`src/rtl/rsc_pkg.sv`:
```
package rsc_pkg;
  typedef enum logic [1:0] {
    ST_SEED = 2'd0,
    ST_WIPE = 2'd1,
    ST_IDLE = 2'd2,
    ST_FAIL = 2'd3
  } rsc_state_e;

  localparam int unsigned NUM_TRIG = 3;
  localparam int unsigned TRIG_RSD = 0;
  localparam int unsigned TRIG_CI  = 1;
  localparam int unsigned TRIG_CO  = 2;
endpackage

```
`src/rtl/rsc_trig_latch.sv`:
```
module rsc_trig_latch (
  input  logic clk_i,
  input  logic rst_ni,
  input  logic set_i,
  input  logic take_i,
  output logic pend_o
);
  logic pend_q;

  always_ff @(posedge clk_i or negedge rst_ni) begin
    if (!rst_ni) pend_q <= 1'b0;
    else         pend_q <= set_i | (pend_q & ~take_i);
  end

  assign pend_o = pend_q;

  // a taken request with no fresh set is gone next cycle
  a_r7_self_clear: assert property (@(posedge clk_i) disable iff (!rst_ni)
    take_i && !set_i |=> !pend_o);
endmodule

```
`src/rtl/rsc_blk_ctr.sv`:
```
module rsc_blk_ctr #(
  parameter int unsigned RATE0 = 64,
  parameter int unsigned RATE1 = 8192,
  parameter int unsigned RATE2 = 1048576
) (
  input  logic       clk_i,
  input  logic       rst_ni,
  input  logic       blk_i,
  input  logic [1:0] rate_i,
  input  logic       zero_i,
  output logic       hit_o
);
  localparam int unsigned CW = $clog2(RATE2 + 1);

  logic [CW-1:0] cnt_q, limit;

  always_comb begin
    unique case (rate_i)
      2'd0:    limit = CW'(RATE0);
      2'd1:    limit = CW'(RATE1);
      default: limit = CW'(RATE2);
    endcase
  end

  assign hit_o = blk_i && !zero_i && (cnt_q >= limit - 1'b1);

  always_ff @(posedge clk_i or negedge rst_ni) begin
    if (!rst_ni)             cnt_q <= '0;
    else if (zero_i || hit_o) cnt_q <= '0;
    else if (blk_i)          cnt_q <= cnt_q + 1'b1;
  end

  // reaching the limit restarts the count
  a_r4_wrap: assert property (@(posedge clk_i) disable iff (!rst_ni)
    hit_o |=> cnt_q == '0);
  // a reseed start zeroes the count
  a_r4_zero: assert property (@(posedge clk_i) disable iff (!rst_ni)
    zero_i |=> cnt_q == '0);
endmodule

```
`src/rtl/rsc_fsm.sv`:
```
module rsc_fsm
  import rsc_pkg::*;
#(
  parameter int unsigned CLR_CYC = 4
) (
  input  logic clk_i,
  input  logic rst_ni,
  input  logic pend_rsd_i,
  input  logic pend_ci_i,
  input  logic pend_co_i,
  input  logic ack_i,
  input  logic fault_i,
  output logic req_o,
  output logic seed_o,
  output logic clr_in_o,
  output logic clr_out_o,
  output logic idle_o,
  output logic fatal_o,
  output logic take_rsd_o,
  output logic take_clr_o
);
  localparam int unsigned CCW = (CLR_CYC > 1) ? $clog2(CLR_CYC) : 1;
  localparam logic [CCW-1:0] CC_LAST = CCW'(CLR_CYC - 1);

  rsc_state_e     st_q;
  logic           boot_q, sel_in_q, sel_out_q;
  logic [CCW-1:0] ccnt_q;
  logic           any_clr;

  assign any_clr    = pend_ci_i | pend_co_i;
  assign take_rsd_o = (st_q == ST_IDLE) && pend_rsd_i && !fault_i;
  assign take_clr_o = (st_q == ST_IDLE) && !pend_rsd_i && any_clr && !fault_i;

  always_ff @(posedge clk_i or negedge rst_ni) begin
    if (!rst_ni) begin
      st_q      <= ST_SEED;
      boot_q    <= 1'b1;
      sel_in_q  <= 1'b0;
      sel_out_q <= 1'b0;
      ccnt_q    <= '0;
    end else if (fault_i) begin
      st_q <= ST_FAIL;
    end else begin
      unique case (st_q)
        ST_SEED: if (ack_i) begin
          if (boot_q) begin
            st_q      <= ST_WIPE;
            boot_q    <= 1'b0;
            sel_in_q  <= 1'b1;
            sel_out_q <= 1'b1;
            ccnt_q    <= '0;
          end else begin
            st_q <= ST_IDLE;
          end
        end
        ST_WIPE: begin
          if (ccnt_q == CC_LAST) st_q <= ST_IDLE;
          else                   ccnt_q <= ccnt_q + 1'b1;
        end
        ST_IDLE: begin
          if (pend_rsd_i) begin
            st_q <= ST_SEED;
          end else if (any_clr) begin
            st_q      <= ST_WIPE;
            sel_in_q  <= pend_ci_i;
            sel_out_q <= pend_co_i;
            ccnt_q    <= '0;
          end
        end
        default: st_q <= ST_FAIL;
      endcase
    end
  end

  assign req_o     = (st_q == ST_SEED);
  assign seed_o    = req_o && ack_i && !fault_i;
  assign clr_in_o  = (st_q == ST_WIPE) && sel_in_q;
  assign clr_out_o = (st_q == ST_WIPE) && sel_out_q;
  assign idle_o    = (st_q == ST_IDLE) && !pend_rsd_i && !any_clr;
  assign fatal_o   = (st_q == ST_FAIL);

  // open request is held until acknowledged
  a_r2_req_hold: assert property (@(posedge clk_i) disable iff (!rst_ni)
    req_o && !ack_i && !fault_i |=> req_o);
  // terminal state never exits before reset
  a_r8_sticky: assert property (@(posedge clk_i) disable iff (!rst_ni)
    fatal_o |=> fatal_o);
  // terminal state is silent
  a_r8_quiet: assert property (@(posedge clk_i) disable iff (!rst_ni)
    fatal_o |-> !req_o && !clr_in_o && !clr_out_o && !idle_o);
  // idle excludes any running action
  a_r9_idle_quiet: assert property (@(posedge clk_i) disable iff (!rst_ni)
    idle_o |-> !req_o && !clr_in_o && !clr_out_o);
  // no idle before the boot reseed and wipe have run
  a_r1_boot_busy: assert property (@(posedge clk_i) disable iff (!rst_ni)
    boot_q |-> !idle_o && !clr_in_o);
endmodule

```
`src/rtl/reseed_clear_seq.sv`:
```
module reseed_clear_seq
  import rsc_pkg::*;
#(
  parameter int unsigned RATE0   = 64,
  parameter int unsigned RATE1   = 8192,
  parameter int unsigned RATE2   = 1048576,
  parameter int unsigned CLR_CYC = 4
) (
  input  logic       clk_i,
  input  logic       rst_ni,
  output logic       ent_req_o,
  input  logic       ent_ack_i,
  output logic       prng_seed_o,
  input  logic       blk_done_i,
  input  logic       key_new_i,
  input  logic       cfg_key_reseed_i,
  input  logic [1:0] cfg_rate_i,
  input  logic       cfg_wr_i,
  input  logic       trig_reseed_i,
  input  logic       trig_clr_in_i,
  input  logic       trig_clr_out_i,
  output logic       trig_reseed_o,
  output logic       trig_clr_in_o,
  output logic       trig_clr_out_o,
  output logic       clr_in_o,
  output logic       clr_out_o,
  output logic       idle_o,
  input  logic       fault_i,
  output logic       fatal_o,
  output logic       out_allow_o
);
  logic [NUM_TRIG-1:0] set_v, take_v, pend_v;
  logic blk_hit, take_rsd, take_clr;

  rsc_blk_ctr #(.RATE0(RATE0), .RATE1(RATE1), .RATE2(RATE2)) i_blk_ctr (
    .clk_i  (clk_i),
    .rst_ni (rst_ni),
    .blk_i  (blk_done_i),
    .rate_i (cfg_rate_i),
    .zero_i (take_rsd),
    .hit_o  (blk_hit)
  );

  assign set_v[TRIG_RSD]  = trig_reseed_i | cfg_wr_i | blk_hit
                          | (key_new_i & cfg_key_reseed_i);
  assign set_v[TRIG_CI]   = trig_clr_in_i;
  assign set_v[TRIG_CO]   = trig_clr_out_i;
  assign take_v[TRIG_RSD] = take_rsd;
  assign take_v[TRIG_CI]  = take_clr;
  assign take_v[TRIG_CO]  = take_clr;

  for (genvar g = 0; g < NUM_TRIG; g++) begin : g_trig
    rsc_trig_latch i_latch (
      .clk_i  (clk_i),
      .rst_ni (rst_ni),
      .set_i  (set_v[g]),
      .take_i (take_v[g]),
      .pend_o (pend_v[g])
    );
  end

  rsc_fsm #(.CLR_CYC(CLR_CYC)) i_fsm (
    .clk_i      (clk_i),
    .rst_ni     (rst_ni),
    .pend_rsd_i (pend_v[TRIG_RSD]),
    .pend_ci_i  (pend_v[TRIG_CI]),
    .pend_co_i  (pend_v[TRIG_CO]),
    .ack_i      (ent_ack_i),
    .fault_i    (fault_i),
    .req_o      (ent_req_o),
    .seed_o     (prng_seed_o),
    .clr_in_o   (clr_in_o),
    .clr_out_o  (clr_out_o),
    .idle_o     (idle_o),
    .fatal_o    (fatal_o),
    .take_rsd_o (take_rsd),
    .take_clr_o (take_clr)
  );

  assign trig_reseed_o  = pend_v[TRIG_RSD];
  assign trig_clr_in_o  = pend_v[TRIG_CI];
  assign trig_clr_out_o = pend_v[TRIG_CO];
  assign out_allow_o    = ~fatal_o;

  // data release is blocked whenever the alert stands
  a_r8_no_release: assert property (@(posedge clk_i) disable iff (!rst_ni)
    fatal_o |-> !out_allow_o);
endmodule

```
`config.mk`:
```
export PLATFORM = sky130hd
export DESIGN_NAME = reseed_clear_seq
export DESIGN_NICKNAME = d
export VERILOG_FILES = /design/src/rtl/rsc_pkg.sv /design/src/rtl/rsc_trig_latch.sv /design/src/rtl/rsc_blk_ctr.sv /design/src/rtl/rsc_fsm.sv /design/src/rtl/reseed_clear_seq.sv
export SDC_FILE = /design/constraint.sdc
export NUM_CORES = 1
export LEC_CHECK = 0
export ABC_CLOCK_PERIOD_IN_PS = 2300
export CAP_MARGIN = 20
export CELL_PAD_IN_SITES_DETAIL_PLACEMENT = 1
export CELL_PAD_IN_SITES_GLOBAL_PLACEMENT = 1
export CORE_AREA = 10 10 85 87
export CTS_CLUSTER_SIZE = 40
export DETAILED_ROUTE_END_ITERATION = 7
export DIE_AREA = 0 0 95 97
export PLACE_DENSITY = 0.75
export SLEW_MARGIN = 20
export SYNTH_ARGS = -nofsm -noshare
export SYNTH_HDL_FRONTEND = slang
export SYNTH_SLANG_ARGS = --single-unit
export TNS_END_PERCENT = 20
```
`constraint.sdc`:
```
create_clock -name clk_i -period 2.3 [get_ports clk_i]
set_input_delay 0.46 -clock clk_i [delete_from_list [all_inputs] [get_ports clk_i]]
set_output_delay 0.46 -clock clk_i [all_outputs]
set_load 0.02 [all_outputs]
```
==> results.toml <==
[status]
status = "complete, no violations"

[run]
drv_cap = 0

[clock_tree]
htree_levels = 2
cts_sinks = 31
clockBufferDepth = 2
cts_hold_buffers = 0
tritoncts = "done"
numCtsBuffers = 5
clkTransAtPathRegs_ns = 0.07
clk_latency_ns = 0.29
cts_root_buffer = "clkbuf_8"

[detailed_routing]
routedWlPerCell_um = 17.51
drcViolationCount = 0
postRouteAntennaNets = 0
routed_wl_mm = 5.830
drt_iter0_drc = 73
first_pass_iters = 4
vias = 1825
vias_per_cell = 5.480

[power_and_ir_drop]
ir_worst_vdd_uv = 232.2
p_leak_nw = 1.095
p_total_mw = 1.347
power_density_nw_per_um2 = 477.0

[timing]
max_freq_ghz = 0.4462
tightestPinTransition_ns = 0.4161
hold_viol_final = 0
clock_skew_ns = 0.006950
post-route-period-util_pct = 97.43
drv_slew = 0
hold_ws_ns = 0.5245
max-slew-margin-rel_pct = 72.26
fin_ws_ns = 0.05907
finalSetupViolCount = 0
finalCriticalPeriod_ns = 2.241

[synthesis]
syn_inst = 220
synth.area.top_cells = "dfrtp_1, a211oi_2, ha_1, xnor2_1, nor2_1"
ys_seq_area_share_pct = 35.79
synth_common_cells = "dfrtp_1, a211oi_2, xnor2_1, nor2_1, nand2_1"
yosys_warnings = 0
yosysTopAreaCell = "dfrtp_1"
syn_nets = 245
ys_types = 44
synth.top_cell.area_share_pct = 34.58
yosysMostFrequentCell = "dfrtp_1"
syn_area_sq_um = 2171
synth.avg_cell_area_sq_um = 9.867
ys_ff_latch = 31
synth_edf_count = 0
synth_ff_type = "dfrtp_1"
async_flop_share_pct = 100.0

[place]
numPortBuffers = 22
dp.cells = 322
gp_congestion = 0.7711
dpl_cell_area_sq_um = 2576
dp_hpwl_mm = 3.956
preCtsSetupSlack_ns = -0.6591

[global_routing]
grt_pass1_vias = 1927
gr-total-overflow = 0
grt_pass1_wl_mm = 9.535
antenna_found_initial = 0
grt_max_degree = 32
grt_usage_pct = 12.64

[cells_and_area]
antenna_cells = 0
final_layout_size_suffix_gt1_share_pct = 29.89
fin_nets = 285
fin_cells = 333
final_area_sq_um = 2823
area_growth_pct = 30.03

[setup_path]
ff2ff_path_depth = 7
crit_required_ns = 2.46
worstReg2RegEnd = "g_trig[0].i_latch.pend_o"
setup.worst_path.class = "in -> reg"
worstReg2RegStart = "i_blk_ctr.cnt_q[14]"
critPathSlowestCell = "ha_4"
critPathArrivalTime_ns = 2.41
crit_path_max_incr_delay_ns = 0.29
r2r_setup_slack_ns = 0.40
cpMostUsedCell = "ha_4"
cp_cell_sequence = "buf_2 -> nor2_4 -> inv_4 -> ha_4 -> xnor2_4 -> ha_4 -> nand4_1 -> nor2_2 -> o2111ai_2 -> o211ai_4 -> clkbuf_16 -> a211oi_2"
endpoint_kind = "flip-flop"
crit_path_max_fanout = 8
critPathLaunchType = "primary input"

[floorplan]
io_pins = 23
fp.dieH_um = 97
fp.dieW_um = 95
num_rows = 27
die_area_sq_um = 9215
core_area_sq_um = 5473
start_util_pct = 39.67

[hold_path]
hold_path_depth = 1
hold-path-endpoint = "i_fsm.boot_q"
hp-class = "reg -> reg"
hold_start = "i_fsm.boot_q"
## per-layer routing
metal / GRT usage [%] / up-vias / part of all wire (%)
met5: 0 / - / 0
met4: 4.691 / 0 / 2.1
met3: 3.392 / 8 / 4.9
met2: 19.85 / 35 / 49
met1: 15.98 / 906 / 44
li1: - / 876 / -
## what timing repair did
item | in CTS | in global routing
resized for setup | 25 | 12
gates cloned | 1 | 0
pin swaps | 7 | 10
setup buffers | 1 | 1
endpoints found under the setup margin | 26 | 25
## registers in the layout (all words and copies together) (netlist names)
| name | cells |
|---|---|
| g_trig.i_latch.pend_o | 3 |
| i_blk_ctr.cnt_q | 21 |
| i_fsm.boot_q | 1 |
| i_fsm.ccnt_q | 2 |
| i_fsm.sel_in_q | 1 |
| i_fsm.sel_out_q | 1 |
| i_fsm.st_q | 2 |
## stage by stage
stage | TNS [ns] | utilization, %
final | 0 | 51.58
after global routing | -0.2163 | 51.58
after CTS | 0 | 50.25
after detailed placement | -13.22 | 47.07
after global placement | -10.83 | 47.07
after floorplan | 0 | -
## report_power, final
group          switching, mW  leakage, nW  internal, mW  total [mW]
Combinational          0.129        0.671         0.137       0.267
Clock                  0.204       0.0395         0.215       0.419
Sequential            0.0684        0.385         0.593       0.661
## critical path: cells and delay by family
family | cells | cell delay (ns)
adder cells (fa/ha/maj) | 2 | 0.48
XOR/XNOR | 1 | 0.14
buffers and inverters | 3 | 0.42
AND/OR/NAND/NOR | 3 | 0.47
AO/OA/AOI/OAI | 3 | 0.41
## logic make-up after synthesis
logic type / count (synthesis) / synth area share [%]
compound gates: 56 / 22.77
flops: 31 / 35.79
fa+ha+maj: 12 / 6.916
xor+xnor: 20 / 8.069
simple gates: 78 / 20.29
mux: 2 / 0.9798
buf+inv: 21 / 5.187
## how the worst max path moves through the flow
stage / start / end / slack, ns / depth (start not counted)
floorplan: cfg_rate_i[1] / i_blk_ctr.cnt_q[11] / 0.02 / 11
global placement: cfg_rate_i[0] / g_trig[0].i_latch.pend_o / -0.55 / 12
detailed placement: cfg_rate_i[0] / g_trig[0].i_latch.pend_o / -0.66 / 12
CTS: i_fsm.st_q[0] / clr_in_o / 0.003 / 3
global route: cfg_rate_i[1] / i_blk_ctr.cnt_q[20] / -0.04 / 12
finish: cfg_rate_i[1] / i_blk_ctr.cnt_q[20] / 0.06 / 12
## area by class of cell
cell class | instances | area (sq um)
flip-flops and latches | 31 | 779.5
multi-input cells | 168 | 1408
inverters | 10 | 42.54
well taps | 72 | 90.09
fillers | 630 | 2650
clock buffers | 8 | 80.08
repair buffers | 44 | 422.9
## cells in the final DEF (no fill, tap or decap), types with 6 or more instances in the layout
master / count
xnor2_1: 16
buf_4: 18
a21oi_1: 8
a211oi_2: 18
nor2_1: 14
ha_1: 7
dfrtp_1: 28
nand2_1: 14
inv_1: 8
o21ai_0: 8
nor3_1: 9
nand3_1: 6
clkdlybuf4s50_1: 18
Note: power is estimated with default switching activity, not from simulation.
